### src/rtl/rq_pkg.sv
package rq_pkg;
  // Encoding of the policy input: value 1 means strict arrival order
  typedef enum logic {
    POL_ROWHIT = 1'b0,
    POL_OLDEST = 1'b1
  } policy_e;
endpackage

### src/rtl/rq_slots.sv
module rq_slots #(
  parameter int DEPTH = 8,
  parameter int ROW_W = 4,
  parameter int COL_W = 4,
  parameter int TAG_W = 4,
  parameter int IDX_W = 3
) (
  input  logic                         clk,
  input  logic                         rst_n,
  input  logic                         enq_acc,
  input  logic [ROW_W-1:0]             enq_row,
  input  logic [COL_W-1:0]             enq_col,
  input  logic [TAG_W-1:0]             enq_tag,
  input  logic                         deq_acc,
  input  logic [IDX_W-1:0]             deq_idx,
  output logic [DEPTH-1:0]             valid,
  output logic [DEPTH-1:0][ROW_W-1:0]  rows,
  output logic [DEPTH-1:0][COL_W-1:0]  cols,
  output logic [DEPTH-1:0][TAG_W-1:0]  tags,
  output logic [IDX_W-1:0]             free_idx,
  output logic                         full
);
  logic [DEPTH-1:0] valid_q, valid_d;

  assign valid = valid_q;
  assign full  = &valid_q;

  // lowest free slot
  always_comb begin
    free_idx = '0;
    for (int i = DEPTH - 1; i >= 0; i--) begin
      if (!valid_q[i]) free_idx = IDX_W'(i);
    end
  end

  always_comb begin
    valid_d = valid_q;
    if (deq_acc) valid_d[deq_idx] = 1'b0;
    if (enq_acc) valid_d[free_idx] = 1'b1;
  end

  always_ff @(posedge clk or negedge rst_n) begin
    if (!rst_n) valid_q <= '0;
    else if (enq_acc || deq_acc) valid_q <= valid_d;
  end

  // payload storage, written only on accept
  always_ff @(posedge clk) begin
    if (enq_acc) begin
      rows[free_idx] <= enq_row;
      cols[free_idx] <= enq_col;
      tags[free_idx] <= enq_tag;
    end
  end


  full_hold_chk: assert property (@(posedge clk) disable iff (!rst_n)
    (full && !deq_acc) |=> $stable(valid_q));


  swap_count_chk: assert property (@(posedge clk) disable iff (!rst_n)
    (enq_acc && deq_acc) |=> ($countones(valid_q) == $past($countones(valid_q))));
endmodule

### src/rtl/rq_age.sv
module rq_age #(
  parameter int DEPTH = 8,
  parameter int IDX_W = 3
) (
  input  logic                         clk,
  input  logic                         rst_n,
  input  logic [DEPTH-1:0]             valid,
  input  logic                         enq_acc,
  input  logic [IDX_W-1:0]             enq_idx,
  input  logic                         deq_acc,
  input  logic [IDX_W-1:0]             deq_idx,
  output logic [DEPTH-1:0][DEPTH-1:0]  older
);
  // older[i][j] = 1: slot i arrived before slot j
  logic [DEPTH-1:0][DEPTH-1:0] older_q, older_d;

  assign older = older_q;

  always_comb begin
    older_d = older_q;
    if (enq_acc) begin
      for (int j = 0; j < DEPTH; j++) begin
        older_d[enq_idx][j] = 1'b0;
        older_d[j][enq_idx] = valid[j] && (IDX_W'(j) != enq_idx) &&
                              !(deq_acc && (deq_idx == IDX_W'(j)));
      end
    end
  end

  always_ff @(posedge clk or negedge rst_n) begin
    if (!rst_n) older_q <= '0;
    else if (enq_acc) older_q <= older_d;
  end

  generate
    for (genvar i = 0; i < DEPTH; i++) begin : g_row
      for (genvar j = i + 1; j < DEPTH; j++) begin : g_col

        age_order_chk: assert property (@(posedge clk) disable iff (!rst_n)
          (valid[i] && valid[j]) |-> (older_q[i][j] != older_q[j][i]));
      end
    end
  endgenerate
endmodule

### src/rtl/rq_pick.sv
module rq_pick #(
  parameter int DEPTH = 8,
  parameter int ROW_W = 4,
  parameter int IDX_W = 3
) (
  input  logic                         clk,
  input  logic                         rst_n,
  input  logic [DEPTH-1:0]             valid,
  input  logic [DEPTH-1:0][ROW_W-1:0]  rows,
  input  logic [DEPTH-1:0][DEPTH-1:0]  older,
  input  logic [ROW_W-1:0]             open_row,
  input  logic                         open_vld,
  input  rq_pkg::policy_e              policy,
  output logic                         sel_valid,
  output logic [IDX_W-1:0]             sel_idx,
  output logic                         sel_hit
);
  logic [DEPTH-1:0] hit, cand, win;
  logic             use_hit;

  always_comb begin
    for (int i = 0; i < DEPTH; i++)
      hit[i] = valid[i] && open_vld && (rows[i] == open_row);
    use_hit = (policy == rq_pkg::POL_ROWHIT) && (|hit);
    cand    = use_hit ? hit : valid;
    for (int i = 0; i < DEPTH; i++) begin
      win[i] = cand[i];
      for (int j = 0; j < DEPTH; j++)
        if (cand[j] && older[j][i]) win[i] = 1'b0;
    end
    sel_idx = '0;
    for (int i = DEPTH - 1; i >= 0; i--)
      if (win[i]) sel_idx = IDX_W'(i);
    sel_valid = |valid;
    sel_hit   = sel_valid && hit[sel_idx];
  end


  win_single_chk: assert property (@(posedge clk) disable iff (!rst_n)
    $onehot0(win) && (sel_valid == (|win)));


  hit_row_chk: assert property (@(posedge clk) disable iff (!rst_n)
    sel_hit |-> (open_vld && rows[sel_idx] == open_row && valid[sel_idx]));


  closed_nohit_chk: assert property (@(posedge clk) disable iff (!rst_n)
    !open_vld |-> !sel_hit);

  generate
    for (genvar j = 0; j < DEPTH; j++) begin : g_old

      oldest_first_chk: assert property (@(posedge clk) disable iff (!rst_n)
        (policy == rq_pkg::POL_OLDEST && sel_valid && valid[j]) |-> !older[j][sel_idx]);

      hit_pref_chk: assert property (@(posedge clk) disable iff (!rst_n)
        (policy == rq_pkg::POL_ROWHIT && open_vld && valid[j] && rows[j] == open_row) |-> sel_hit);
    end
  endgenerate
endmodule

### src/rtl/dram_rowhit_sched.sv
module dram_rowhit_sched #(
  parameter int DEPTH = 8,
  parameter int ROW_W = 4,
  parameter int COL_W = 4,
  parameter int TAG_W = 4
) (
  input  logic             clk,
  input  logic             rst_n,
  input  logic             enq_valid,
  output logic             enq_ready,
  input  logic [ROW_W-1:0] enq_row,
  input  logic [COL_W-1:0] enq_col,
  input  logic [TAG_W-1:0] enq_tag,
  input  logic [ROW_W-1:0] open_row,
  input  logic             open_row_vld,
  input  logic             oldest_mode,
  input  logic             grant,
  output logic             sel_valid,
  output logic [ROW_W-1:0] sel_row,
  output logic [COL_W-1:0] sel_col,
  output logic [TAG_W-1:0] sel_tag,
  output logic             sel_hit
);
  localparam int IDX_W = (DEPTH > 1) ? $clog2(DEPTH) : 1;

  logic [1:0] rst_sync;
  logic       rst_s;

  always_ff @(posedge clk or negedge rst_n) begin
    if (!rst_n) rst_sync <= 2'b00;
    else        rst_sync <= {rst_sync[0], 1'b1};
  end
  assign rst_s = rst_sync[1];

  logic [DEPTH-1:0]            valid;
  logic [DEPTH-1:0][ROW_W-1:0] rows;
  logic [DEPTH-1:0][COL_W-1:0] cols;
  logic [DEPTH-1:0][TAG_W-1:0] tags;
  logic [DEPTH-1:0][DEPTH-1:0] older;
  logic [IDX_W-1:0]            free_idx, sel_idx;
  logic                        full, enq_acc, deq_acc;
  rq_pkg::policy_e             policy;

  assign policy    = oldest_mode ? rq_pkg::POL_OLDEST : rq_pkg::POL_ROWHIT;
  assign enq_ready = !full;
  assign enq_acc   = enq_valid && !full;
  assign deq_acc   = grant && sel_valid;

  rq_slots #(.DEPTH(DEPTH), .ROW_W(ROW_W), .COL_W(COL_W), .TAG_W(TAG_W), .IDX_W(IDX_W)) slots_i (
    .clk(clk), .rst_n(rst_s), .enq_acc(enq_acc), .enq_row(enq_row), .enq_col(enq_col),
    .enq_tag(enq_tag), .deq_acc(deq_acc), .deq_idx(sel_idx), .valid(valid), .rows(rows),
    .cols(cols), .tags(tags), .free_idx(free_idx), .full(full));

  rq_age #(.DEPTH(DEPTH), .IDX_W(IDX_W)) age_i (
    .clk(clk), .rst_n(rst_s), .valid(valid), .enq_acc(enq_acc), .enq_idx(free_idx),
    .deq_acc(deq_acc), .deq_idx(sel_idx), .older(older));

  rq_pick #(.DEPTH(DEPTH), .ROW_W(ROW_W), .IDX_W(IDX_W)) pick_i (
    .clk(clk), .rst_n(rst_s), .valid(valid), .rows(rows), .older(older),
    .open_row(open_row), .open_vld(open_row_vld), .policy(policy),
    .sel_valid(sel_valid), .sel_idx(sel_idx), .sel_hit(sel_hit));

  assign sel_row = rows[sel_idx];
  assign sel_col = cols[sel_idx];
  assign sel_tag = tags[sel_idx];


  reset_empty_chk: assert property (@(posedge clk)
    !rst_s |=> (!sel_valid && enq_ready));
endmodule

### config.mk
export PLATFORM = sky130hd
export DESIGN_NAME = dram_rowhit_sched
export DESIGN_NICKNAME = d
export VERILOG_FILES = /design/src/rtl/rq_pkg.sv /design/src/rtl/rq_slots.sv /design/src/rtl/rq_age.sv /design/src/rtl/rq_pick.sv /design/src/rtl/dram_rowhit_sched.sv
export SDC_FILE = /design/constraint.sdc
export NUM_CORES = 1
export LEC_CHECK = 0
export ABC_AREA = 1
export BUFFER_PORTS_ARGS = -buffer_cell sky130_fd_sc_hd__buf_2
export CAP_MARGIN = 20
export CORE_MARGIN = 2
export CORE_UTILIZATION = 56
export DETAILED_ROUTE_END_ITERATION = 12
export GPL_ROUTABILITY_DRIVEN = 1
export PLACE_DENSITY = 0.76
export SLEW_MARGIN = 20
export SYNTH_ARGS = -nofsm -noshare
export SYNTH_HDL_FRONTEND = slang
export SYNTH_SLANG_ARGS = --single-unit
### constraint.sdc
create_clock -name clk -period 3.7 [get_ports clk]
set_input_delay 0.74 -clock clk [delete_from_list [all_inputs] [get_ports clk]]
set_output_delay 0.74 -clock clk [all_outputs]
set_load 0.02 [all_outputs]
## Yosys cells after proc, flatten, opt, wreduce, memory -nomap -nowiden

Index checks and enable logic that the tools add are counted.

| operators by class | value |
|---|---|
| bitwise logic cells | 20 |
| eq/ne operators | 22 |
| reductions and logical operators | 125 |
| multiplexer cells | 125 |
| $lt $le $gt $ge | 4 |

Operator list:

| kind | count |
|---|---|
| 64-bit bitwise AND | 8 |
| 64-bit NOT | 8 |
| 8-bit demux with 3-bit select | 8 |
| 1-bit logical AND | 110 |
| 32-bit bitwise mux | 3 |
| 1-bit 2-to-1 mux | 69 |
| 8-bit bitwise mux | 8 |
| 3-bit 2-to-1 mux | 17 |
| 4-bit binary-select mux with 3-bit select | 3 |
| 4-bit equality test | 8 |
| 8-bit 2-to-1 mux | 4 |
| 4-bit 2-to-1 mux | 5 |
| 8-bit OR reduction | 2 |
| 4-bit demux with 3-bit select | 1 |
| 3-bit equality test, second input constant | 4 |
| 3-bit != test, first input constant | 4 |
| 1-bit zero test | 9 |
| 8-bit bitwise AND | 1 |
| 3-bit by 4-bit < comparator with 1-bit output, second input constant | 2 |
| 8-bit NOT | 1 |
| 8-bit bitwise OR | 1 |
| 8-bit AND reduction | 1 |
| 7-bit 2-to-1 mux | 1 |
| 1-bit demux with 3-bit select | 2 |
| other kinds (13) | 16 |

| storage, ports and cells | value |
|---|---|
| bits of input ports | 22 |
| output and inout port bits | 15 |
| logic and storage cells | 330 |
| flip-flop bits (word level) | 170 |

## Logic depth before layout (Yosys ltp)

| logic depth | value |
|---|---|
| word-level depth | 41 |
| mapped depth | 31 |
| mapped depth without buffers | 29 |

## Hierarchy

From an unflattened synthesis, not the netlist that was laid out.

| unflattened totals | value |
|---|---|
| cells, all modules | 1177 |
| area total of the unflattened synthesis | 9217.6 um^2 |

Modules (own cells, without submodules):

| module | times used | sequential area each (um^2) | cells each | area an instance (um^2) |
|---|---|---|---|---|
| rq_slots | 1 | 3083.0 | 177 | 3407.0 |
| rq_age | 1 | 1601.5 | 332 | 2822.7 |
| rq_pick | 1 | 0.0 | 340 | 1622.8 |
| dram_rowhit_sched | 1 | 50.0 | 328 | 1365.1 |

## Least setup slack after synthesis

Ideal clock, no wire load.

| timing path | value |
|---|---|
| path type | input port to output port |
| from | input port open_row[3] |
| to | output port sel_col[1] |
| arrival | 3.351 ns |
| stages on the path | 29 |
| required time | 2.960 ns |
| buffers on the path | 2 |
| path slack | -0.391 ns |
| cell sequence | buf_2 -> inv_2 -> nand2_1 -> o21ai_0 -> nor2_1 -> nand2_1 -> nand2_1 -> nor2_2 -> nand2_4 -> nand2_4 -> nand2_2 -> nand2_2 -> nor2_1 -> nor2_1 -> nand2_1 -> nor2_1 -> nand2_1 -> nand2_1 -> nand2_1 -> nand2_1 -> nand2_2 -> nand2_4 -> nand2_4 -> nor2_4 -> buf_2 -> nand2_1 -> nand2_1 -> nor2_1 -> nor2_1 |

| between the ends | value |
|---|---|
| longest elaborated chain between the ends | 24 |
| elaborated cells on any way between the ends | 157 |
| those cells by class | 8 x eq/ne; 75 x mux; 74 x reduce/logical |

Ends and longest elaborated chain:

| item | RTL line | RTL |
|---|---|---|
| start, declared | dram_rowhit_sched.sv:14 | `input logic [ROW_W-1:0] open_row,` |
| 4-bit equality test | rq_pick.sv:23 | `hit[i] = valid[i] && open_vld && (rows[i] == open_row);` |
| 1-bit logical AND | rq_pick.sv:23 |  |
| 8-bit OR reduction | rq_pick.sv:24 | `use_hit = (policy == rq_pkg::POL_ROWHIT) && (\|hit);` |
| 1-bit logical AND | rq_pick.sv:24 |  |
| 8-bit 2-to-1 mux * | rq_pick.sv:25 | `cand = use_hit ? hit : valid;` |
| 1-bit logical AND | rq_pick.sv:29 | `if (cand[j] && older[j][i]) win[i] = 1'b0;` |
| 1-bit 2-to-1 mux (8 in a row) | rq_pick.sv:29 |  |
| 3-bit 2-to-1 mux (7 in a row) | rq_pick.sv:33 | `if (win[i]) sel_idx = IDX_W'(i);` |
| 3-bit 2-to-1 mux * | rq_pick.sv:33 |  |
| 4-bit binary-select mux with 3-bit select * | dram_rowhit_sched.sv:64 | `assign sel_col = cols[sel_idx];` |
| 4-bit 2-to-1 mux (implied by the code) * | dram_rowhit_sched.sv:64 |  |
| end, declared | dram_rowhit_sched.sv:20 | `output logic [COL_W-1:0] sel_col,` |

Mark *: on every way between the ends. The rest lies on a longest branch, timed or not. The select of a mux whose other input is x is not followed.

## Final worst setup path

| timing path | value |
|---|---|
| from | register slots_i.rows[8] (netlist bit) |
| to | output port sel_row[0] |

| between the ends | value |
|---|---|
| longest elaborated chain between the ends | 24 |
| elaborated cells on any way between the ends | 143 |
| those cells by class | 1 x eq/ne; 75 x mux; 67 x reduce/logical |

Ends and longest elaborated chain:

| item | RTL line | RTL |
|---|---|---|
| start, declared | rq_slots.sv:17 | `output logic [DEPTH-1:0][ROW_W-1:0] rows,` |
| start signal, assigned by index | rq_slots.sv:50 | `rows[free_idx] <= enq_row;` |
| 4-bit equality test | rq_pick.sv:23 |  |
| 1-bit logical AND | rq_pick.sv:23 |  |
| 8-bit OR reduction | rq_pick.sv:24 |  |
| 1-bit logical AND | rq_pick.sv:24 |  |
| 8-bit 2-to-1 mux | rq_pick.sv:25 |  |
| 1-bit logical AND | rq_pick.sv:29 |  |
| 1-bit 2-to-1 mux (8 in a row) | rq_pick.sv:29 |  |
| 3-bit 2-to-1 mux (8 in a row) | rq_pick.sv:33 |  |
| 4-bit binary-select mux with 3-bit select * | dram_rowhit_sched.sv:63 | `assign sel_row = rows[sel_idx];` |
| 4-bit 2-to-1 mux (implied by the code) * | dram_rowhit_sched.sv:63 |  |
| end, declared | dram_rowhit_sched.sv:19 | `output logic [ROW_W-1:0] sel_row,` |

Marked as above.

==> impl_metrics.py <==
metrics = {
    "cells_and_area": {
        "fin_util_pct": 77.2,
        "fin_nets": 1274,
        "drive_above_1_share_pct": 30.8,
        "syn_to_final_growth_pct": 34.3,
        "diodes": 0,
        "final_common_cell": "nand2_1",
        "fin_area_um2": 11700,
        "mostFrequentLayoutCells": "270 x nand2_1, 108 x buf_4, 100 x nand3_1, 100 x inv_1, 96 x edfxtp_1",
    },
    "yosys": {
        "yosys.area.top_type_share_pct": 33.0,
        "syn_avg_cell_area_um2": 8.09,
        "synth-seq-cells": 170,
        "syn-instance-count": 1080,
        "syn_area_um2": 8730,
        "yosysWarnings": 0,
        "synth_top_area_cell": "edfxtp_1",
        "syn-num-nets": 1102,
        "netlist_top_cells_area": "edfxtp_1 33%, dfrtp_1 21%, nand2_1 14%, nand3_1 7.3%, nor2_1 4.9%",
        "seq_area_frac_synth_pct": 54.2,
        "ys_types": 33,
    },
    "status": {
        "outcome": "complete, but fails checks",
        "violations": "negative setup slack",
    },
    "route": {
        "dr.first_iter.drc_count": 1362,
        "via_per_inst": 6.04,
        "ant_nets": 0,
        "firstDrtPassIters": 8,
        "drc": 0,
        "vias": 8770,
        "postRouteWirelength_um": 29300,
        "wl_per_cell_um": 20.1,
    },
    "flow_run": {
        "max_cap_violations": 0,
    },
    "sta": {
        "finalSetupViolCount": 15,
        "final_hold_viol_count": 0,
        "worst-slew-pin-transition_ps": 849,
        "finalCriticalPeriod_ps": 4460,
        "drv_slew": 0,
        "slew_headroom_pct": 43.3,
        "worst_slack_ps": -757,
        "finClkSkew_ps": 11.7,
        "rsz0062_at_grt": "yes",
        "worst_hold_slack_ps": 72.4,
        "period_share_pct": 120,
        "fmax_ghz": 0.224,
    },
    "setup_path": {
        "startpoint_type": "flop",
        "crit_family": "simple AND/OR/NAND/NOR gates",
        "crit_buf_inv": 7,
        "r2r_cells": 32,
        "r2r_setup_slack_ps": -10,
        "critical_path.max_stage_delay_ps": 420,
        "end_kind": "output pin",
        "timing.rr.start": "slots_i.rows[8]",
        "crit_path_end": "sel_row[0]",
        "startpoint": "slots_i.rows[8]",
        "cp_common_cell": "nand2_1",
        "cp_data_arrival_time_ps": 3720,
        "criticalPathCategory": "reg2out",
        "cp.depth": 28,
        "worst_ep_required_time_ps": 2960,
        "r2r-end": "age_i.older[14]",
        "cp_max_fo": 8,
        "crit_slowest_cell": "edfxtp_1",
    },
    "place": {
        "routabilityCongestion": 1.05,
        "placed_cell_area_um2": 9980,
        "io_buffers": 36,
        "dp_hpwl_um": 18600,
        "dp_slack_ps": -1050,
    },
    "clock_network": {
        "clk_path_buf_depth": 2,
        "cts_tree": "done",
        "numCtsBuffers": 17,
        "insertion_delay_ps": 430,
        "hold_buffers": 0,
        "clock-sinks": 170,
        "cts_root_buffer": "clkbuf_16",
        "h-tree-depth": 4,
        "clk_pin_slew_ps": 70,
    },
    "floorplanning": {
        "die_y_um": 129,
        "fp.dieArea_um2": 16600,
        "design.core.area_um2": 15200,
        "initial_core_util_pct": 57.4,
        "pin_count": 37,
        "rows": 45,
        "fp.dieW_um": 129,
    },
    "grt": {
        "antenna_found_initial": 0,
        "grt_pass1_vias": 8443,
        "grt_use_total_pct": 35.7,
        "globalRoute.totalOverflow": 0,
        "grt_pass1_wl_um": 44300,
        "grt_max_degree": 41,
    },
    "min_path": {
        "worstHoldPathType": "in2async",
    },
}
-- how the worst min path moves through the flow --
stage	to	from	slack (ps)
floorplan	rst_sync[1]	rst_sync[0]	330
global placement	rst_sync[1]	rst_sync[0]	340
detailed placement	rst_sync[1]	rst_sync[0]	340
CTS	rst_sync[1]	rst_n	70
global route	rst_sync[1]	rst_n	70
finish	rst_sync[0]	rst_n	70
-- final cells by class --
class / instances / area [um^2]
multi-input cells: 761 / 4020
repair buffers: 180 / 1680
clock inverters: 14 / 154
fillers: 968 / 3470
flip-flops and latches: 170 / 4740
clock buffers: 18 / 429
repair inverters: 1 / 3.75
well taps: 188 / 235
inverters: 121 / 479
-- logic make-up (layout without fill, tap and decap cells) --
kind of cell / Yosys count / count (layout) / share of synthesized area (%)
buf+inv: 152 / 334 / 6.99
xor+xnor: 2 / 2 / 0.201
other cells: 1 / 1 / 0.0429
flops: 170 / 170 / 54.2
compound gates: 160 / 160 / 9.64
simple gates: 595 / 598 / 28.9
-- state kept, by name, summed over array words and instances, names as in the netlist, named ones only --
signal	count
age_i.older	56
rst_sync	2
slots_i.cols	32
slots_i.rows	32
slots_i.tags	32
slots_i.valid	8
-- stage by stage --
| stage | cells | setup TNS (ps) |
|---|---|---|
| floorplan | 1080 | -2610 |
| global placement | 1380 | -36680 |
| detailed placement | 1380 | -40700 |
| CTS | 1443 | -7120 |
| global route | 1453 | -13900 |
| finish | 1453 | -9150 |
-- synth_stat cells (all sizes together) --
master    n
xor2      2
nor3      5
nand3   129
buf      17
conb      1
a31oi     1
nor4      2
edfxtp   96
clkinv    8
nor2    117
a21boi    1
nand3b    1
o21ai   100
clkbuf   14
inv     113
a21oi    52
nand2   336
dfrtp    74
nand4     5
o22ai     6
-- timing repair --
item / CTS / global route
pin swaps: 37 / 67
resized for setup: 139 / 89
gates cloned: 6 / 0
buffers inserted: 26 / 11
setup endpoints to repair: 52 / 72
-- routing by layer --
layer	GRT usage (%)	wire [um]	part of all wire, %
met3	9.77	3140	11
met1	47.4	11200	38
met5	0	0	0
met4	17.8	1460	5.0
met2	54.4	13400	46
Power is not shown: default switching activity piles up to over one toggle a cycle in this logic, so the estimate is an artifact.
